--- config.mk ---
export PLATFORM = sky130hd
export DESIGN_NAME = tlb_lock_ctrl
export DESIGN_NICKNAME = d
export VERILOG_FILES = /design/src/rtl/tlb_lock_pkg.sv /design/src/rtl/tlb_lock_ctrlreg.sv /design/src/rtl/tlb_lock_array.sv /design/src/rtl/tlb_lock_route.sv /design/src/rtl/tlb_lock_ctrl.sv
export SDC_FILE = /design/constraint.sdc
export NUM_CORES = 1
export LEC_CHECK = 0
export ABC_AREA = 1
export BUFFER_PORTS_ARGS = -buffer_cell sky130_fd_sc_hd__buf_2
export CAP_MARGIN = 25
export CORE_UTILIZATION = 33
export DETAILED_ROUTE_END_ITERATION = 7
export HOLD_SLACK_MARGIN = 0.12
export PLACE_DENSITY_LB_ADDON = 0.05
export SETUP_SLACK_MARGIN = 0.3
export SKIP_CTS_REPAIR_TIMING = 1
export SLEW_MARGIN = 0
export SYNTH_ARGS = -nofsm -noshare
export SYNTH_HDL_FRONTEND = slang
export SYNTH_SLANG_ARGS = --single-unit
export TNS_END_PERCENT = 20
--- constraint.sdc ---
create_clock -name clk -period 8.95 [get_ports clk]
set_input_delay 1.79 -clock clk [delete_from_list [all_inputs] [get_ports clk]]
set_output_delay 1.79 -clock clk [all_outputs]
set_load 0.01 [all_outputs]
--- src/rtl/tlb_lock_pkg.sv ---
package tlb_lock_pkg;
  localparam int CTRL_W   = 32;
  localparam int PTR_LSB  = 26;
  localparam int STEER_BIT = 0;
endpackage

--- src/rtl/tlb_lock_ctrlreg.sv ---
module tlb_lock_ctrlreg
  import tlb_lock_pkg::*;
#(
  parameter int N_LOCK = 8,
  parameter int PTR_W  = $clog2(N_LOCK)
) (
  input  logic              clk,
  input  logic              rst,
  input  logic              wr_en,
  input  logic [CTRL_W-1:0] wr_data,
  input  logic              fill_valid,
  output logic [CTRL_W-1:0] rd_data,
  output logic              lock_we,
  output logic [PTR_W-1:0]  lock_idx,
  output logic              sa_req
);
  localparam logic [PTR_W-1:0] PTR_ONE = 1;
  localparam logic [CTRL_W-1:0] FIELD_MASK =
    (((CTRL_W'(1) << PTR_W) - CTRL_W'(1)) << PTR_LSB) | (CTRL_W'(1) << STEER_BIT);

  logic [PTR_W-1:0] ptr_q;
  logic             steer_q;
  logic [PTR_W-1:0] eff_ptr;
  logic             eff_steer;
  logic             unused_rsvd;

  assign unused_rsvd = ^(wr_data & ~FIELD_MASK);

  // Control write is applied ahead of a fill in the same cycle
  always_comb begin
    eff_ptr   = wr_en ? wr_data[PTR_LSB +: PTR_W] : ptr_q;
    eff_steer = wr_en ? wr_data[STEER_BIT]        : steer_q;
    lock_we   = fill_valid & eff_steer;
    sa_req    = fill_valid & ~eff_steer;
    lock_idx  = eff_ptr;
  end

  always_ff @(posedge clk) begin
    if (rst) begin
      ptr_q   <= '0;
      steer_q <= 1'b0;
    end else begin
      steer_q <= eff_steer;
      ptr_q   <= lock_we ? eff_ptr + PTR_ONE : eff_ptr;
    end
  end

  always_comb begin
    rd_data = '0;
    rd_data[PTR_LSB +: PTR_W] = ptr_q;
    rd_data[STEER_BIT]        = steer_q;
  end

  assert_ptr_advance_R4: assert property (@(posedge clk) disable iff (rst)
    (lock_we && !wr_en) |=> ptr_q == $past(ptr_q) + PTR_ONE);

  assert_ptr_hold_on_forward_R5: assert property (@(posedge clk) disable iff (rst)
    (sa_req && !wr_en) |=> $stable(ptr_q));

  assert_write_before_fill_R9: assert property (@(posedge clk) disable iff (rst)
    (wr_en && fill_valid && wr_data[STEER_BIT]) |=>
      ptr_q == $past(wr_data[PTR_LSB +: PTR_W]) + PTR_ONE);
endmodule

--- src/rtl/tlb_lock_array.sv ---
module tlb_lock_array #(
  parameter int N_LOCK = 8,
  parameter int PTR_W  = $clog2(N_LOCK),
  parameter int VA_W   = 20,
  parameter int PA_W   = 20
) (
  input  logic             clk,
  input  logic             rst,
  input  logic             we,
  input  logic [PTR_W-1:0] widx,
  input  logic [VA_W-1:0]  wvpage,
  input  logic [PA_W-1:0]  wppage,
  input  logic             inv_one,
  input  logic [VA_W-1:0]  inv_vpage,
  input  logic [VA_W-1:0]  lk_vpage,
  output logic             lk_hit,
  output logic [PA_W-1:0]  lk_ppage
);
  logic [N_LOCK-1:0] valid_q;
  logic [VA_W-1:0]   vtag_q [N_LOCK];
  logic [PA_W-1:0]   ppn_q  [N_LOCK];
  logic [N_LOCK-1:0] lk_match;
  logic [N_LOCK-1:0] inv_match;

  // Page storage: single indexed write port, no reset
  always_ff @(posedge clk) begin
    if (we) begin
      vtag_q[widx] <= wvpage;
      ppn_q[widx]  <= wppage;
    end
  end

  for (genvar g = 0; g < N_LOCK; g++) begin : g_cmp
    assign lk_match[g]  = valid_q[g] && (vtag_q[g] == lk_vpage);
    assign inv_match[g] = valid_q[g] && (vtag_q[g] == inv_vpage);

    assert_single_inv_clears_R7: assert property (@(posedge clk) disable iff (rst)
      (inv_one && inv_match[g] && !(we && widx == PTR_W'(g))) |=> !valid_q[g]);
  end

  // Fill wins over a same-cycle invalidate of the same slot
  always_ff @(posedge clk) begin
    if (rst) begin
      valid_q <= '0;
    end else begin
      for (int i = 0; i < N_LOCK; i++) begin
        if (we && widx == PTR_W'(i))
          valid_q[i] <= 1'b1;
        else if (inv_one && inv_match[i])
          valid_q[i] <= 1'b0;
      end
    end
  end

  // Lowest index has priority
  always_comb begin
    lk_hit   = 1'b0;
    lk_ppage = '0;
    for (int i = N_LOCK - 1; i >= 0; i--) begin
      if (lk_match[i]) begin
        lk_hit   = 1'b1;
        lk_ppage = ppn_q[i];
      end
    end
  end

  assert_entries_kept_R6: assert property (@(posedge clk) disable iff (rst)
    (!we && !inv_one) |=> $stable(valid_q));

  assert_fill_beats_inv_R10: assert property (@(posedge clk) disable iff (rst)
    (we && inv_one) |=> valid_q[$past(widx)]);

  assert_fill_sets_valid_R3: assert property (@(posedge clk) disable iff (rst)
    we |=> $countones(valid_q) >= 1);
endmodule

--- src/rtl/tlb_lock_route.sv ---
module tlb_lock_route #(
  parameter int VA_W = 20,
  parameter int PA_W = 20
) (
  input  logic            clk,
  input  logic            rst,
  input  logic            fill_req,
  input  logic [VA_W-1:0] fill_vpage,
  input  logic [PA_W-1:0] fill_ppage,
  input  logic            inv_all,
  input  logic            inv_one,
  input  logic [VA_W-1:0] inv_vpage,
  output logic            sa_fill_valid,
  output logic [VA_W-1:0] sa_fill_vpage,
  output logic [PA_W-1:0] sa_fill_ppage,
  output logic            sa_inv_all,
  output logic            sa_inv_one,
  output logic [VA_W-1:0] sa_inv_vpage
);
  always_ff @(posedge clk) begin
    if (rst) begin
      sa_fill_valid <= 1'b0;
      sa_inv_all    <= 1'b0;
      sa_inv_one    <= 1'b0;
    end else begin
      sa_fill_valid <= fill_req;
      sa_inv_all    <= inv_all;
      sa_inv_one    <= inv_one;
    end
  end

  always_ff @(posedge clk) begin
    sa_fill_vpage <= fill_vpage;
    sa_fill_ppage <= fill_ppage;
    sa_inv_vpage  <= inv_vpage;
  end

  assert_forward_fill_R5: assert property (@(posedge clk) disable iff (rst)
    fill_req |=> sa_fill_valid && sa_fill_vpage == $past(fill_vpage));

  assert_forward_inv_all_R6: assert property (@(posedge clk) disable iff (rst)
    inv_all |=> sa_inv_all);

  assert_forward_inv_one_R7: assert property (@(posedge clk) disable iff (rst)
    inv_one |=> sa_inv_one && sa_inv_vpage == $past(inv_vpage));
endmodule

--- src/rtl/tlb_lock_ctrl.sv ---
module tlb_lock_ctrl
  import tlb_lock_pkg::*;
#(
  parameter int N_LOCK = 8,
  parameter int VA_W   = 20,
  parameter int PA_W   = 20
) (
  input  logic              clk,
  input  logic              rst,
  input  logic              ctl_we,
  input  logic [CTRL_W-1:0] ctl_wdata,
  output logic [CTRL_W-1:0] ctl_rdata,
  input  logic              walk_valid,
  input  logic [VA_W-1:0]   walk_vpage,
  input  logic [PA_W-1:0]   walk_ppage,
  input  logic [VA_W-1:0]   lk_vpage,
  output logic              lk_hit,
  output logic [PA_W-1:0]   lk_ppage,
  input  logic              inv_all,
  input  logic              inv_one,
  input  logic [VA_W-1:0]   inv_vpage,
  output logic              sa_fill_valid,
  output logic [VA_W-1:0]   sa_fill_vpage,
  output logic [PA_W-1:0]   sa_fill_ppage,
  output logic              sa_inv_all,
  output logic              sa_inv_one,
  output logic [VA_W-1:0]   sa_inv_vpage
);
  localparam int PTR_W = $clog2(N_LOCK);

  logic             lock_we;
  logic [PTR_W-1:0] lock_idx;
  logic             sa_req;

  tlb_lock_ctrlreg #(.N_LOCK(N_LOCK), .PTR_W(PTR_W)) u_ctrlreg (
    .clk(clk), .rst(rst),
    .wr_en(ctl_we), .wr_data(ctl_wdata), .fill_valid(walk_valid),
    .rd_data(ctl_rdata), .lock_we(lock_we), .lock_idx(lock_idx), .sa_req(sa_req)
  );

  tlb_lock_array #(.N_LOCK(N_LOCK), .PTR_W(PTR_W), .VA_W(VA_W), .PA_W(PA_W)) u_array (
    .clk(clk), .rst(rst),
    .we(lock_we), .widx(lock_idx), .wvpage(walk_vpage), .wppage(walk_ppage),
    .inv_one(inv_one), .inv_vpage(inv_vpage),
    .lk_vpage(lk_vpage), .lk_hit(lk_hit), .lk_ppage(lk_ppage)
  );

  tlb_lock_route #(.VA_W(VA_W), .PA_W(PA_W)) u_route (
    .clk(clk), .rst(rst),
    .fill_req(sa_req), .fill_vpage(walk_vpage), .fill_ppage(walk_ppage),
    .inv_all(inv_all), .inv_one(inv_one), .inv_vpage(inv_vpage),
    .sa_fill_valid(sa_fill_valid), .sa_fill_vpage(sa_fill_vpage),
    .sa_fill_ppage(sa_fill_ppage), .sa_inv_all(sa_inv_all),
    .sa_inv_one(sa_inv_one), .sa_inv_vpage(sa_inv_vpage)
  );
endmodule

==> flow_summary.ini, run 1 <==
[setup_path]
slowest_delay_ns = 0.56
critPathCaptureType = output pin
required_ns = 7.16
critPathMaxFanout = 12
rr_worst_depth = 4
start_kind = primary input
r2r_setup_slack_ns = 6.53
crit_chain = buf_2, inv_1, nand2_1, nand2_1, nor2_1, nand2_1, nor2_1, nand3_1, nand2_2, nor2_1, nand2_1, nand2_1, nand2_1, nand2_1, nand2_1, a21oi_1, buf_2
r2r-end = u_array.vtag_q[4][15]
cp_slowest_cell = nand3_1
critPathMostFrequentCell = nand2_1
cp.arrival_ns = 5.05
reg2reg_from = u_ctrlreg.ptr_q[0]
crit_type = in -> out

[global_routing]
grt_max_degree = 41
overflow = 0
antenna_found_initial = 1
grt_use_total_pct = 26.6
grt_pass1_wl_microns = 99800
first_global_vias = 13000

[finish]
seq_area_sq_um = 11100
stdcell_area_sq_um = 20900
num_antenna_cells = 0
multi_input_area_sq_um = 5760
nets = 2037
n_fill_cell = 5313
syn2layout_area_growth_pct = 17.0
drive_above_1_share_pct = 16.4

[detailed_routing]
drtPass1Iterations = 5
routed_wl_microns = 72800
wl_per_cell_microns = 27.6
drt_iter0_drc = 1106
via_count = 13500
routed_via_density = 5.09
ant_nets = 0
drc_errors = 0

[synthesis]
ys_dominant_reg_cell = edfxtp_1
yosys_warnings = 0
synth_area_sq_um = 17800
ys_seq_area_share_pct = 62.4
async_flop_share_pct = 0
synthesis.instances = 1735
yosysUniqueCellTypes = 46
synth_edf_count = 320
synth_seq_cells = 395
avgSynthCellArea_sq_um = 10.3

[hold_path]
holdCritStartpoint = u_array.valid_q[5]
whs_path_depth = 2
hp-class = reg -> reg
hold_end = u_array.valid_q[5]

[placement]
portBuffers = 177
hpwl_microns = 51500
place.gp.congestion = 0.932
place_area_sq_um = 19300

[cts]
cts_sinks = 395
cts_tree = built
numCtsBuffers = 47
htreeDepth = 2
root_buffer = clkbuf_16
cts.clk_slew.worst_paths_ns = 0.06
clk_path_buf_depth = 3
clock_latency_ns = 0.61

[timing]
finClkSkew_ns = 0.0245
max_freq_ghz = 0.146
hold_violations = 0
worstMarginPinSlew_ns = 0.862
rsz0062_at_grt = no
period_share_pct = 76.5
finalMaxSlewViolations = 0
setup_tns_ns = 0
slew_headroom_pct = 42.1
finalCriticalPeriod_ns = 6.84
setup_viol = 0

[floorplanning]
initial_core_util_pct = 33.6
rows = 84
chipHeight_microns = 234
die_area_sq_um = 54900
fp.dieW_microns = 234
io_pins = 234
core_sq_um = 53000

[power_and_ir_drop]
power_density_nw_per_um2 = 203
peakVddDrop_mv = 0.143
leakagePower_nw = 8.23

[flow_run]
maxCapViolCount = 0

[outcome]
run_status = completed
[final cells by class]
cell class | instances | share of cell area, %
Sequential cell | 395 | 53.3
Inverter | 153 | 2.75
Tap cell | 688 | 4.13
Timing Repair Buffer | 193 | 4.86
Clock inverter | 20 | 0.870
Clock buffer | 68 | 6.51
Multi-Input combinational cell | 1123 | 27.6
[worst max-delay path, delay by kind of cell]
| family | cells | cell delay (ns) |
|---|---|---|
| AOI/OAI and AO/OA | 1 | 0.08 |
| buffers and inverters | 3 | 0.80 |
| and+or+nand+nor | 13 | 2.35 |
[state kept, by name, summed over array words and instances (netlist names)]
signal	flops
u_array.ppn_q	160
u_route.sa_fill_valid	1
u_route.sa_fill_vpage	20
u_ctrlreg.ptr_q	3
u_route.sa_inv_vpage	20
u_ctrlreg.steer_q	1
u_array.vtag_q	160
u_route.sa_fill_ppage	20
u_route.sa_inv_one	1
u_route.sa_inv_all	1
u_array.valid_q	8
[placed cells by master (no fill, tap or decap), types with 10 or more instances in the layout]
master	synthesis	final
a21oi_1	45	45
a221oi_1	10	10
and3_1	10	10
buf_2	20	177
buf_4	40	15
clkbuf_1	27	13
clkbuf_16	0	49
conb_1	1	28
dfxtp_1	75	75
edfxtp_1	320	320
inv_1	132	132
inv_2	17	17
nand2_1	377	377
nand3_1	32	32
nand4_1	31	31
nor2_1	216	208
nor2_4	4	12
nor4_1	23	23
o2111ai_1	10	10
o21ai_0	70	70
o21ai_1	31	31
o22ai_1	66	66
xnor2_1	45	45
xor2_1	53	53
[cells by family (layout without fill, tap and decap cells)]
| group | after synthesis | count (layout) | share of synthesized area, % |
|---|---|---|---|
| other | 1 | 28 | 0.0210 |
| DFF | 395 | 395 | 62.4 |
| adders and majority gates | 6 | 6 | 0.421 |
| AOI/OAI and AO/OA | 256 | 256 | 8.48 |
| muxes | 1 | 1 | 0.0562 |
| buffers and inverters | 244 | 434 | 6.25 |
| and+or+nand+nor | 734 | 734 | 17.6 |
| xor gates and xnor gates | 98 | 98 | 4.82 |
[Yosys cell counts (8+ instances only)]
| cell | n | area [sq um] |
|---|---|---|
| a221oi_1 | 10 | 87.6 |
| xor2_1 | 53 | 464 |
| nor2_2 | 9 | 56.3 |
| xnor2_1 | 45 | 394 |
| nand4_1 | 31 | 194 |
| buf_4 | 40 | 300 |
| nor4_1 | 23 | 144 |
| nor2_1 | 216 | 811 |
| a21oi_1 | 45 | 225 |
| or2_1 | 8 | 50.1 |
| clkbuf_1 | 27 | 101 |
| a211oi_1 | 9 | 67.6 |
| nand3_1 | 32 | 160 |
| nand2_1 | 377 | 1420 |
| o21ai_0 | 70 | 350 |
| o211ai_1 | 8 | 60.1 |
| o21ai_1 | 31 | 155 |
| o22ai_1 | 66 | 413 |
| and3_1 | 10 | 62.6 |
| edfxtp_1 | 320 | 9610 |
| dfxtp_1 | 75 | 1500 |
| o2111ai_1 | 10 | 87.6 |
| buf_2 | 20 | 100 |
| inv_1 | 132 | 495 |
| inv_2 | 17 | 63.8 |
[per-stage QoR]
stage          cells  util, %  worst slack [ns]  power, mW  hold WS, ns
6_report        2640     39.4              2.11       4.23        0.469
5_1_grt         2640     39.4              2.01       4.36        0.493
4_1_cts         2640     39.4              2.18       4.28        0.473
3_5_place_dp    2552     36.5              2.18       2.37        0.464
3_3_place_gp    2551     36.4              2.00       2.37        0.459
2_1_floorplan   1762        -              3.96       2.22        0.430
[layer usage]
metal  routed length [microns]  vias up  track usage (%)
met5                        13        -                0
met4                      3370        2             12.1
met3                      3220      140             3.48
met2                     35900      430             45.7
met1                     30200     6633             33.1
li1                          -     6245                -
[worst max-delay path by stage]
stage / from / endpoint
3_5_place_dp: lk_vpage[19] / lk_ppage[0]
2_1_floorplan: lk_vpage[6] / lk_ppage[0]
3_3_place_gp: lk_vpage[17] / lk_ppage[0]
5_1_grt: lk_vpage[19] / lk_ppage[19]
4_1_cts: lk_vpage[19] / lk_ppage[1]
6_report: lk_vpage[19] / lk_ppage[0]
[power by group]
part / total (mW) / internal (mW) / switching, mW
registers: 2.04 / 2.02 / 0.0166
logic: 0.288 / 0.0719 / 0.216
clock network: 1.90 / 1.09 / 0.804
Note: power is estimated with default switching activity, not from simulation.
==> inputs of run 2 (changes only) <==
clock period = 5.5 ns   (was 8.95 ns; I/O delays follow)
==> flow_summary.ini, run 2 (synthesized netlist as in run 1, its figures left out) <==
[setup_path]
slowest_delay_ns = 0.44
cp.arrival_ns = 3.83
cp_top_family = simple AND/OR/NAND/NOR gates
crit_chain = buf_2, inv_1, nand2_1, nand2_1, nor2_1, nand2_1, nor2_1, nand3_2, buf_12, clkinv_1, buf_4, nor2_1, o21ai_1, nand2_1, nand2_1, nand2_1, nand2_1, buf_2
crit_type = in -> out
cp_slowest_cell = nor2_1
start_kind = primary input
critPathMostFrequentCell = nand2_1
critPathMaxFanout = 33
cp_num_buf_inv = 6
required_ns = 4.40
critPathCaptureType = output pin

[detailed_routing]
drtPass1Iterations = 5
drt_iter0_drc = 1003
routed_via_density = 5.08
via_count = 13500
routed_wl_microns = 72300
wl_per_cell_microns = 27.2
drc_errors = 0
ant_nets = 0

[finish]
drive_above_1_share_pct = 17.0
num_antenna_cells = 0
final_cell_mix = nand2_1 (377), edfxtp_1 (320), nor2_1 (208), buf_2 (177), inv_1 (132)
syn2layout_area_growth_pct = 18.4
final_common_cell = nand2_1
multi_input_area_sq_um = 5760
nets = 2050
n_fill_cell = 5292
seq_area_sq_um = 11100
reg_top3 = u_array.ppn_q x160, u_array.vtag_q x160

[global_routing]
grt_pass1_wl_microns = 99800
grt_max_degree = 41
first_global_vias = 13000
antenna_found_initial = 1
grt_use_total_pct = 26.5
overflow = 0

[power_and_ir_drop]
leakagePower_nw = 8.38
power_density_nw_per_um2 = 334
finalPower_mw = 7.05
peakVddDrop_mv = 0.232

[timing]
hold_violations = 0
setup_tns_ns = 0
finalMaxSlewViolations = 0
max_freq_ghz = 0.203
period_share_pct = 89.6
rsz0062_at_grt = no
finClkSkew_ns = 0.0328
finalCriticalPeriod_ns = 4.93
worstMarginPinSlew_ns = 0.944
setup_viol = 0
slew_headroom_pct = 36.5

[floorplanning]
chipHeight_microns = 234
core_sq_um = 53000
fp.dieW_microns = 234
initial_core_util_pct = 33.6
io_pins = 234
rows = 84
die_area_sq_um = 54900

[cts]
clk_path_buf_depth = 3
clock_latency_ns = 0.61
cts_tree = built
htreeDepth = 2
numCtsBuffers = 47
root_buffer = clkbuf_16
cts.clk_slew.worst_paths_ns = 0.06
cts_sinks = 395

[outcome]
run_status = completed

[placement]
place.gp.congestion = 0.966
hpwl_microns = 51900
portBuffers = 177

[flow_run]
maxCapViolCount = 0

[hold_path]
hp-class = reg -> reg
## run 2: where the power goes
group | total [mW] | switching (mW) | internal [mW] | leakage (nW)
Clock | 3.27 | 1.30 | 1.96 | 0.800
Sequential | 3.32 | 0.0285 | 3.29 | 3.51
Combinational | 0.458 | 0.339 | 0.119 | 4.06
Total | 7.05 | 1.67 | 5.37 | 8.38
## run 2: cell type report
cell class | instances | share of cell area, %
clock buffer | 61 | 6.16
clock inverter | 27 | 1.58
inverter | 153 | 2.72
multi-input combinational | 1123 | 27.3
sequential | 395 | 52.7
tap | 688 | 4.08
timing repair buffer | 206 | 5.53
## run 2: layer usage
layer  track usage, %  share of wire [%]  up-vias
li1                 -                  -     6266
met3             3.17                4.5      156
met1             34.4                 43     6535
met5                0              0.014        -
met2             42.9                 46      509
met4             15.1                6.1        2
## run 2: tightest hold or removal path, cell delays in order, from the launching register on
cell	delay [ns]
dfxtp_1	0.31
nand2_1	0.06
a21oi_1	0.05
## run 2: worst paths after layout
check | startpoint | endpoint | slack, ns | cells past startpoint
hold / removal | u_array.valid_q[4] | u_array.valid_q[4] | 0.48 | 2
setup reg to reg | u_ctrlreg.ptr_q[0] | u_array.ppn_q[2][17] | 2.75 | 4
setup / recovery | lk_vpage[16] | lk_ppage[17] | 0.57 | 18
hold reg to reg | u_array.valid_q[4] | u_array.valid_q[4] | 0.48 | 2
## run 2: stage by stage
stage	hold WS (ns)	instance area (sq um)	cells	setup WS [ns]	utilization [%]
2_1_floorplan	0.430	17900	1762	1.37	-
3_3_place_gp	0.468	19400	2564	0.612	36.7
3_5_place_dp	0.469	19500	2565	0.622	36.8
4_1_cts	0.477	21100	2653	0.609	39.8
5_1_grt	0.494	21100	2653	0.493	39.8
6_report	0.476	21100	2653	0.572	39.8
==> inputs of run 3 (changes only) <==
clock period = 6.16 ns   (was 5.5 ns; I/O delays follow)
==> flow_summary.ini, run 3 (synthesized netlist as in run 1, its figures left out) <==
[timing]
setup_tns_ns = 0
period_share_pct = 84.3
setup_viol = 0
finalMaxSlewViolations = 0
rsz0062_at_grt = no
slew_headroom_pct = 33.8
max_freq_ghz = 0.193
finClkSkew_ns = 0.0292
hold_violations = 0
finalCriticalPeriod_ns = 5.19
worstMarginPinSlew_ns = 0.991

[detailed_routing]
drc_errors = 0
via_count = 13600
drtPass1Iterations = 5
wl_per_cell_microns = 28.0
ant_nets = 0
routed_wl_microns = 74100
drt_iter0_drc = 1243
routed_via_density = 5.13

[power_and_ir_drop]
comb_power_share_pct = 6.9
power_density_nw_per_um2 = 291
pwr-share-seq_pct = 48.7
leakagePower_nw = 8.27
pwr-share-clk_pct = 44.4
intPower_mw = 4.59
swShare_pct = 24.6
peakVddDrop_mv = 0.224
p_sw_mw = 1.49

[finish]
reg_top3 = u_array.ppn_q x160, u_array.vtag_q x160
multi_input_area_sq_um = 5760
drive_above_1_share_pct = 16.6
n_fill_cell = 5295
final_cell_mix = nand2_1 (377), edfxtp_1 (320), nor2_1 (208), buf_2 (178), inv_1 (132)
final_common_cell = nand2_1
nets = 2042
syn2layout_area_growth_pct = 17.2
seq_area_sq_um = 11100
final_util_pct = 39.4

[placement]
hpwl_microns = 54200
place.gp.congestion = 0.998
portBuffers = 177

[hold_path]
hp-class = reg -> reg

[setup_path]
required_ns = 4.93
cp.arrival_ns = 3.96
crit_type = in -> out
start_kind = primary input
critPathMaxFanout = 9
critPathCaptureType = output pin

[cts]
cts.clk_slew.worst_paths_ns = 0.05
clk_path_buf_depth = 3
root_buffer = clkbuf_16
cts_sinks = 395
cts_tree = built
clock_latency_ns = 0.60
numCtsBuffers = 46
htreeDepth = 2

[floorplanning]
die_area_sq_um = 54900
io_pins = 234
initial_core_util_pct = 33.6
rows = 84
chipHeight_microns = 234
fp.dieW_microns = 234
core_sq_um = 53000

[global_routing]
first_global_vias = 12900
grt_pass1_wl_microns = 102000
overflow = 0
antenna_found_initial = 1
grt_max_degree = 32
grt_use_total_pct = 27.2

[outcome]
run_status = completed

[flow_run]
maxCapViolCount = 0
## run 3: changes by cell type in the layout (fill, tap and decap cells not counted), moves of 2 or more
cell | previous run | this run
buf_4 | 24 | 18
bufinv_16 | 6 | 1
buf_12 | 5 | 2
clkbuf_1 | 8 | 11
clkinv_1 | 11 | 9
## run 3: metrics by stage
step	std cells	setup WS [ns]	hold slack, ns	total power [mW]	area [sq um]
2_1_floorplan	1762	1.90	0.430	3.22	17900
3_3_place_gp	2555	1.02	0.466	3.44	19300
3_5_place_dp	2557	0.993	0.478	3.44	19400
4_1_cts	2642	0.982	0.487	6.16	20900
5_1_grt	2643	0.837	0.526	6.26	20900
6_report	2644	0.969	0.478	6.08	20900
## run 3: path summary, 6_finish.rpt
path | slack, ns | start | depth (start not counted) | endpoint
worst min register to register | 0.48 | u_array.valid_q[5] | 2 | u_array.valid_q[5]
worst max-delay path | 0.97 | lk_vpage[17] | 17 | lk_ppage[0]
worst max register to register | 3.22 | u_ctrlreg.ptr_q[0] | 4 | u_array.vtag_q[0][13]
worst min-delay path | 0.48 | u_array.valid_q[5] | 2 | u_array.valid_q[5]
## run 3: cell type report
class,instances,area share [%]
Clock buffer,64,6.28
Tap cell,688,4.12
Clock inverter,21,0.851
Sequential cell,395,53.2
Multi-Input combinational cell,1123,27.6
Inverter,153,2.75
Antenna cell,1,0.0120
Timing Repair Buffer,199,5.24
## run 3: worst max-delay path, cell delays in order
cell and delay [ns]:
buf_2 0.21, nand2_1 0.28, o21ai_1 0.11, nor2_1 0.33, nand2_1 0.09, nor2_1 0.36
inv_1 0.08, nor2_1 0.24, nand2_2 0.24, nor2_1 0.15, nor2_1 0.05, nand2_1 0.06
nand2_1 0.05, nand2_1 0.05, nand2_1 0.05, a21oi_1 0.18, buf_2 0.17
## run 3: metal layers
| metal | routed length [microns] | global-route usage, % | share of wire (%) | vias up |
|---|---|---|---|---|
| met4 | 3860 | 14.0 | 5.2 | 0 |
| li1 | - | - | - | 6249 |
| met1 | 31700 | 36.1 | 43 | 6639 |
| met2 | 34400 | 43.5 | 46 | 545 |
| met3 | 4090 | 3.68 | 5.5 | 132 |
| met5 | 0 | 0 | 0 | - |
## run 3: power by group through the flow
stage	Sequential, mW	Combinational (mW)	Clock (mW)
floorplan	3.03	0.195	0
global placement	3.02	0.416	0
detailed placement	3.02	0.416	0
CTS	2.96	0.417	2.78
global route	2.97	0.447	2.85
finish	2.96	0.419	2.70
